<file path="src/rtl/sram_ctrl_pkg.sv">
`timescale 1ns/1ps
package sram_ctrl_pkg;

  typedef enum logic [2:0] {
    ST_IDLE,
    ST_RD,
    ST_RD_HOLD,
    ST_TURN,
    ST_WR,
    ST_WR_REC
  } seq_state_e;

  function automatic int unsigned ceil_div(input int unsigned num, input int unsigned den);
    return (num + den - 1) / den;
  endfunction

  function automatic int unsigned max_u(input int unsigned a, input int unsigned b);
    return (a > b) ? a : b;
  endfunction

endpackage

</file>
<file path="src/rtl/sram_phase_timer.sv">
`timescale 1ns/1ps
module sram_phase_timer #(
  parameter int unsigned CNT_W = 5
) (
  input  logic             clk_i,
  input  logic             rst_ni,
  input  logic             load_i,
  input  logic [CNT_W-1:0] load_val_i,
  output logic             done_o
);

  logic [CNT_W-1:0] cnt_q;

  always_ff @(posedge clk_i or negedge rst_ni) begin
    if (!rst_ni)            cnt_q <= '0;
    else if (load_i)        cnt_q <= load_val_i;
    else if (cnt_q != '0)   cnt_q <= cnt_q - 1'b1;
  end

  assign done_o = (cnt_q == '0);

endmodule

</file>
<file path="src/rtl/sram_seq_fsm.sv">
`timescale 1ns/1ps
module sram_seq_fsm
  import sram_ctrl_pkg::*;
#(
  parameter int unsigned CNT_W   = 5,
  parameter int unsigned WP_CYC  = 5,
  parameter int unsigned REC_CYC = 1,
  parameter int unsigned RD_CYC  = 5,
  parameter int unsigned TA_CYC  = 2
) (
  input  logic             clk_i,
  input  logic             rst_ni,
  input  logic             req_valid_i,
  input  logic             req_write_i,
  input  logic             tmr_done_i,
  output logic             req_ready_o,
  output logic             accept_o,
  output logic             capture_o,
  output logic             tmr_load_o,
  output logic [CNT_W-1:0] tmr_val_o,
  output logic             cs_n_o,
  output logic             we_n_o,
  output logic             oe_n_o,
  output logic             dq_oe_o
);

  localparam logic [CNT_W-1:0] WP_V  = CNT_W'(WP_CYC - 1);
  localparam logic [CNT_W-1:0] REC_V = CNT_W'(REC_CYC - 1);
  localparam logic [CNT_W-1:0] RD_V  = CNT_W'(RD_CYC - 1);
  localparam logic [CNT_W-1:0] TA_V  = CNT_W'(TA_CYC - 1);

  seq_state_e state_q, state_d;
  logic       pend_wr_q, pend_wr_d;
  logic       cs_n_q, we_n_q, oe_n_q, dq_oe_q;

  assign req_ready_o = (state_q == ST_IDLE) || (state_q == ST_RD_HOLD);
  assign accept_o    = req_valid_i && req_ready_o;
  assign capture_o   = (state_q == ST_RD) && tmr_done_i;

  always_comb begin
    state_d    = state_q;
    pend_wr_d  = pend_wr_q;
    tmr_load_o = 1'b0;
    tmr_val_o  = '0;
    unique case (state_q)
      ST_IDLE: begin
        if (req_valid_i) begin
          tmr_load_o = 1'b1;
          if (req_write_i) begin
            state_d   = ST_WR;
            tmr_val_o = WP_V;
          end else begin
            state_d   = ST_RD;
            tmr_val_o = RD_V;
          end
        end
      end
      ST_RD: begin
        if (tmr_done_i) state_d = ST_RD_HOLD;
      end
      ST_RD_HOLD: begin
        tmr_load_o = 1'b1;
        if (req_valid_i && !req_write_i) begin
          // chained read: strobes stay low, only address moves
          state_d   = ST_RD;
          tmr_val_o = RD_V;
        end else begin
          // release bus; a write waits out the turnaround
          state_d   = ST_TURN;
          tmr_val_o = TA_V;
          pend_wr_d = req_valid_i;
        end
      end
      ST_TURN: begin
        if (tmr_done_i) begin
          if (pend_wr_q) begin
            state_d    = ST_WR;
            tmr_load_o = 1'b1;
            tmr_val_o  = WP_V;
            pend_wr_d  = 1'b0;
          end else begin
            state_d = ST_IDLE;
          end
        end
      end
      ST_WR: begin
        if (tmr_done_i) begin
          state_d    = ST_WR_REC;
          tmr_load_o = 1'b1;
          tmr_val_o  = REC_V;
        end
      end
      ST_WR_REC: begin
        if (tmr_done_i) state_d = ST_IDLE;
      end
      default: state_d = ST_IDLE;
    endcase
  end

  // strobes registered from next state: no decode glitches at the pins
  always_ff @(posedge clk_i or negedge rst_ni) begin
    if (!rst_ni) begin
      state_q   <= ST_IDLE;
      pend_wr_q <= 1'b0;
      cs_n_q    <= 1'b1;
      we_n_q    <= 1'b1;
      oe_n_q    <= 1'b1;
      dq_oe_q   <= 1'b0;
    end else begin
      state_q   <= state_d;
      pend_wr_q <= pend_wr_d;
      cs_n_q    <= !((state_d == ST_RD) || (state_d == ST_RD_HOLD) || (state_d == ST_WR));
      we_n_q    <= (state_d != ST_WR);
      oe_n_q    <= !((state_d == ST_RD) || (state_d == ST_RD_HOLD));
      dq_oe_q   <= (state_d == ST_WR) || (state_d == ST_WR_REC);
    end
  end

  assign cs_n_o  = cs_n_q;
  assign we_n_o  = we_n_q;
  assign oe_n_o  = oe_n_q;
  assign dq_oe_o = dq_oe_q;

endmodule

</file>
<file path="src/rtl/sram_dq_path.sv">
`timescale 1ns/1ps
module sram_dq_path #(
  parameter int unsigned ADDR_W = 15,
  parameter int unsigned DATA_W = 8
) (
  input  logic              clk_i,
  input  logic              rst_ni,
  input  logic              accept_i,
  input  logic [ADDR_W-1:0] addr_i,
  input  logic [DATA_W-1:0] wdata_i,
  input  logic              capture_i,
  input  logic [DATA_W-1:0] dq_i,
  output logic [ADDR_W-1:0] addr_o,
  output logic [DATA_W-1:0] dq_o,
  output logic              rd_valid_o,
  output logic [DATA_W-1:0] rd_data_o
);

  logic [ADDR_W-1:0] addr_q;
  logic [DATA_W-1:0] wdata_q, rdata_q;
  logic              rvld_q;

  always_ff @(posedge clk_i or negedge rst_ni) begin
    if (!rst_ni) begin
      addr_q  <= '0;
      wdata_q <= '0;
    end else if (accept_i) begin
      addr_q  <= addr_i;
      wdata_q <= wdata_i;
    end
  end

  always_ff @(posedge clk_i or negedge rst_ni) begin
    if (!rst_ni) begin
      rdata_q <= '0;
      rvld_q  <= 1'b0;
    end else begin
      rvld_q <= capture_i;
      if (capture_i) rdata_q <= dq_i;
    end
  end

  assign addr_o     = addr_q;
  assign dq_o       = wdata_q;
  assign rd_valid_o = rvld_q;
  assign rd_data_o  = rdata_q;

endmodule

</file>
<file path="src/rtl/sram_async_ctrl.sv">
`timescale 1ns/1ps
module sram_async_ctrl
  import sram_ctrl_pkg::*;
#(
  parameter int unsigned ADDR_W        = 15,
  parameter int unsigned DATA_W        = 8,
  parameter int unsigned CLK_PERIOD_NS = 10,
  parameter int unsigned T_WP_NS       = 45,  // write pulse / select to end of write
  parameter int unsigned T_DS_NS       = 35,  // data setup to write end
  parameter int unsigned T_WR_NS       = 5,   // write recovery high time
  parameter int unsigned T_WC_NS       = 50,  // full write cycle
  parameter int unsigned T_AA_NS       = 50,  // address access
  parameter int unsigned T_OE_NS       = 15,  // output-enable access
  parameter int unsigned T_HZ_NS       = 15   // memory bus release
) (
  input  logic              clk_i,
  input  logic              rst_ni,
  input  logic              req_valid_i,
  output logic              req_ready_o,
  input  logic              req_write_i,
  input  logic [ADDR_W-1:0] req_addr_i,
  input  logic [DATA_W-1:0] req_wdata_i,
  output logic              rd_valid_o,
  output logic [DATA_W-1:0] rd_data_o,
  output logic [ADDR_W-1:0] sram_addr_o,
  output logic              sram_cs_no,
  output logic              sram_we_no,
  output logic              sram_oe_no,
  output logic [DATA_W-1:0] sram_dq_o,
  output logic              sram_dq_oe_o,
  input  logic [DATA_W-1:0] sram_dq_i
);

  localparam int unsigned P        = CLK_PERIOD_NS;
  localparam int unsigned WP_CYC   = max_u(1, max_u(ceil_div(T_WP_NS, P), ceil_div(T_DS_NS, P)));
  localparam int unsigned WC_CYC   = ceil_div(T_WC_NS, P);
  localparam int unsigned WC_REM   = (WC_CYC > WP_CYC) ? (WC_CYC - WP_CYC) : 0;
  localparam int unsigned REC_CYC  = max_u(1, max_u(ceil_div(T_WR_NS, P), WC_REM));
  localparam int unsigned RD_CYC   = max_u(1, max_u(ceil_div(T_AA_NS, P), ceil_div(T_OE_NS, P)));
  localparam int unsigned TA_CYC   = max_u(1, ceil_div(T_HZ_NS, P));
  localparam int unsigned MAX_CYC  = max_u(max_u(WP_CYC, REC_CYC), max_u(RD_CYC, TA_CYC));
  localparam int unsigned CNT_W    = $clog2(MAX_CYC) + 1;

  logic             accept, capture, tmr_load, tmr_done;
  logic [CNT_W-1:0] tmr_val;

  sram_phase_timer #(.CNT_W(CNT_W)) u_timer (
    .clk_i      (clk_i),
    .rst_ni     (rst_ni),
    .load_i     (tmr_load),
    .load_val_i (tmr_val),
    .done_o     (tmr_done)
  );

  sram_seq_fsm #(
    .CNT_W   (CNT_W),
    .WP_CYC  (WP_CYC),
    .REC_CYC (REC_CYC),
    .RD_CYC  (RD_CYC),
    .TA_CYC  (TA_CYC)
  ) u_fsm (
    .clk_i       (clk_i),
    .rst_ni      (rst_ni),
    .req_valid_i (req_valid_i),
    .req_write_i (req_write_i),
    .tmr_done_i  (tmr_done),
    .req_ready_o (req_ready_o),
    .accept_o    (accept),
    .capture_o   (capture),
    .tmr_load_o  (tmr_load),
    .tmr_val_o   (tmr_val),
    .cs_n_o      (sram_cs_no),
    .we_n_o      (sram_we_no),
    .oe_n_o      (sram_oe_no),
    .dq_oe_o     (sram_dq_oe_o)
  );

  sram_dq_path #(.ADDR_W(ADDR_W), .DATA_W(DATA_W)) u_path (
    .clk_i      (clk_i),
    .rst_ni     (rst_ni),
    .accept_i   (accept),
    .addr_i     (req_addr_i),
    .wdata_i    (req_wdata_i),
    .capture_i  (capture),
    .dq_i       (sram_dq_i),
    .addr_o     (sram_addr_o),
    .dq_o       (sram_dq_o),
    .rd_valid_o (rd_valid_o),
    .rd_data_o  (rd_data_o)
  );

endmodule

</file>
<file path="config.mk">
export PLATFORM = sky130hd
export DESIGN_NAME = sram_async_ctrl
export DESIGN_NICKNAME = d
export VERILOG_FILES = /design/src/rtl/sram_ctrl_pkg.sv /design/src/rtl/sram_phase_timer.sv /design/src/rtl/sram_seq_fsm.sv /design/src/rtl/sram_dq_path.sv /design/src/rtl/sram_async_ctrl.sv
export SDC_FILE = /design/constraint.sdc
export NUM_CORES = 1
export LEC_CHECK = 0
export CAP_MARGIN = 20
export CORE_MARGIN = 5
export CORE_UTILIZATION = 35
export CTS_BUF_LIST = sky130_fd_sc_hd__clkbuf_4
export DETAILED_ROUTE_END_ITERATION = 8
export GPL_ROUTABILITY_DRIVEN = 0
export PLACE_DENSITY = 0.64
export SLEW_MARGIN = 20
export SYNTH_ARGS = -nofsm -noshare
export SYNTH_HDL_FRONTEND = slang
export SYNTH_HIERARCHICAL = 1
export SYNTH_SLANG_ARGS = --single-unit
</file>
<file path="constraint.sdc">
create_clock -name clk_i -period 2.5 [get_ports clk_i]
set_input_delay 0.75 -clock clk_i [delete_from_list [all_inputs] [get_ports clk_i]]
set_output_delay 0.75 -clock clk_i [all_outputs]
set_load 0.005 [all_outputs]
</file>
==> run_results.csv <==
group,metric,value,unit
floorplanning,die_w,83.8,µm
final_layout,fin_cells,291,
setup_path,worst_setup_path_end_kind,"output port",
clock_network,clkTransAtPathRegs,130,ps
setup_path,path_cells,"nor2_1 > clkdlybuf4s50_1",
setup_path,crit_type,"register to output port",
synthesis,synthCells,145,
timing,fin_crit_sh,0.946,
placed_design,dp.cells,283,
synthesis,synth.distinct_cells,33,
pwr,power.density,1170,nW/µm²
synthesis,syn_area,1910,µm²
timing,worstMarginPinSlew,773,ps
timing,setup_viol,0,
floorplanning,fp-row-count,26,
grt,grt_pass1_wl,7330,µm
grt,gr-total-overflow,0,
final_layout,drive_gt1_frac,0.253,
placed_design,portBuffers,71,
pwr,p_total,3220,µW
route,drc,0,
grt,antenna_found_initial,0,
placed_design,dp.final_hpwl,3360,µm
route,drt-initial-drc-count,27,
route,vias,1359,
floorplanning,core,5200,µm²
route,wl_per_cell,14.8,µm
worst_hold_path,hp-class,"primary input to async pin",
setup_path,crit_arrival,1610,ps
setup_path,cpPeakStageDelay,550,ps
timing,hold_viol,0,
clock_network,clkSinkCount,44,
floorplanning,die_y,83.8,µm
setup_path,critPathSlowestCell,"clkdlybuf4s50_1",
timing,min_period,2360,ps
floorplanning,floorplan.initialDensity,0.366,
placed_design,post-place-ws,208,ps
route,wl,4320,µm
route,drt_pre_antenna_iters,4,
clock_network,cts_tree,"built",
route,viasPerCell,4.67,
pwr,power_leakage,0.00112,µW
timing,tns,0,ps
final_layout,diodes,0,
setup_path,crit_fanout,11,
setup_path,start_kind,"register",
final_layout,nets,256,
timing,slew_violations,0,
clock_network,htreeDepth,2,
synthesis,syn_area_per_cell,13.1,µm²
clock_network,cts_max_path_buffers,2,
timing,max_slew_margin,0.479,
synthesis,ys_ff_latch,44,
timing,rsz0062_at_grt,"false",
grt,grt_pass1_vias,1468,
run,cap_violations,0,
clock_network,numCtsBuffers,5,
setup_path,cp_top_family,"buffers and inverters",
pwr,vdd_drop_max,0.000573,V
floorplanning,num_io_pins,72,
floorplanning,die_area,7020,µm²
grt,grt_max_degree,25,
synthesis,synth-seq-area-share,0.580,
synthesis,synth_area_leader_cell,"dfrtp_1",
synthesis,ys_warn_count,6,
synthesis,netlist.area_leader.share,0.538,
final_layout,syn_to_final_growth,43.8,%
clock_network,cts_root_buf,"clkbuf_4",
placed_design,placed_area,2680,µm²
synthesis,ys_top_cells_by_area,"dfrtp_1, mux2_2, dfstp_2",
clock_network,clkLatencyLatePin,360,ps
setup_path,cp.required,1750,ps
run_status,status,"finished, final reports clean",
clock_network,postCtsSetupRepairBufs,0,
timing,worst_slack,135,ps
final_layout,stdcell_area,2740,µm²
timing,fin_worst_skew,17.3,ps
timing,max_freq,0.423,GHz
grt,track_usage,0.130,
setup_path,timing.critical_path.buf_inv,1,
route,detail-route-antenna-nets,0,
## registers in the layout, indices dropped and copies added, names as in the netlist
register,cells
u_fsm/cs_n_o,1
u_fsm/oe_n_o,1
u_path/dq_o,8
u_fsm/state_q,3
u_timer/cnt_q,4
u_fsm/dq_oe_o,1
u_path/rd_data_o,8
u_fsm/we_n_o,1
u_fsm/pend_wr_q,1
u_path/addr_o,15
u_path/rd_valid_o,1
## layout by cell type (no fill, tap or decap), types with 2 or more instances in the layout
| cell type | netlist | layout |
|---|---|---|
| clkdlybuf4s50_1 | 0 | 70 |
| inv_1 | 6 | 6 |
| a21oi_1 | 3 | 3 |
| nand2_1 | 10 | 10 |
| nor2_1 | 3 | 3 |
| nor3_1 | 3 | 3 |
| mux2i_1 | 3 | 3 |
| nor2b_1 | 4 | 4 |
| o21ai_0 | 8 | 8 |
| dfstp_2 | 3 | 3 |
| conb_1 | 1 | 2 |
| clkbuf_4 | 0 | 6 |
| dfrtp_1 | 41 | 40 |
| mux2_2 | 32 | 32 |
| nor3b_1 | 2 | 2 |
| o21ai_1 | 2 | 2 |
| buf_4 | 3 | 4 |
## what timing repair did
| action | CTS | global route |
|---|---|---|
| hold buffers | 0 | 0 |
| setup endpoints to repair | 0 | 1 |
| gates resized for setup | 0 | 1 |
## path summary, 6_finish.rpt
kind                       cells past startpoint  slack (ps)             endpoint                start
max                                            2         140          req_ready_o     u_fsm/state_q[0]
min                                            1         280      u_fsm/pend_wr_q               rst_ni
max reg2reg                                    7         350     u_timer/cnt_q[3]     u_timer/cnt_q[0]
min reg2reg                                    1         520  u_path/rd_data_o[7]  u_path/rd_data_o[7]
max in group asynchronous                      2        1680     u_path/addr_o[0]               rst_ni
min in group clk_i                             1         520  u_path/rd_data_o[7]  u_path/rd_data_o[7]
## cell usage after synthesis
cell	n
dfstp_2	3
buf_4	3
buf_6	3
nand3_1	1
a22oi_1	1
dfrtp_1	41
a21oi_1	3
buf_2	2
clkbuf_1	1
conb_1	1
nand2b_2	1
nand2_1	10
nor3b_4	1
a221o_1	1
nor2_1	3
a32oi_1	1
or4_4	1
nor2b_1	4
o21ai_0	8
and2b_2	1
nand4_2	1
inv_1	6
nor3b_1	2
nor3_1	3
xnor2_1	1
ha_1	1
o21ai_1	2
nor2b_2	1
nand4_1	1
mux2i_1	3
mux2_2	32
o21bai_2	1
and2_1	1
## per-layer routing
layer  share of wire  wire length (µm)  track usage
met1            0.41              1750        0.151
met3           0.057               247       0.0474
met2            0.52              2260        0.221
met4           0.015                63       0.0439
met5               0                 0            0
## power breakdown
group	internal [µW]	total, µW	switching (µW)
Clock	118	341	223
Sequential	1080	1320	242
Combinational	1010	1550	538
## cell type report
class                           instances  area [µm²]
Multi-Input combinational cell         87         712
Fill cell                             472        2460
Timing Repair Buffer                   76         756
Tap cell                               70        87.6
Clock inverter                          2        11.3
Clock buffer                            6        45.0
Inverter                                6        22.5
Sequential cell                        44        1110
## cell families (layout without fill, tap and decap cells)
family,after synthesis,count (layout),synth area share
DFF,44,44,0.580
muxes,35,35,0.205
and+or+nand+nor,31,31,0.0998
AOI/OAI and AO/OA,17,17,0.0538
buffers and inverters,15,90,0.0486
adders and majority gates,1,1,0.00656
other,1,2,0.00197
xor gates and xnor gates,1,1,0.00460
## stage by stage
stage / hold WS, ps / utilization
final: 283 / 0.526
after global routing: 273 / 0.526
after CTS: 269 / 0.526
after detailed placement: 499 / 0.515
after global placement: 489 / 0.515
after floorplan: 454 / -
(Power assumes the default switching activity.)
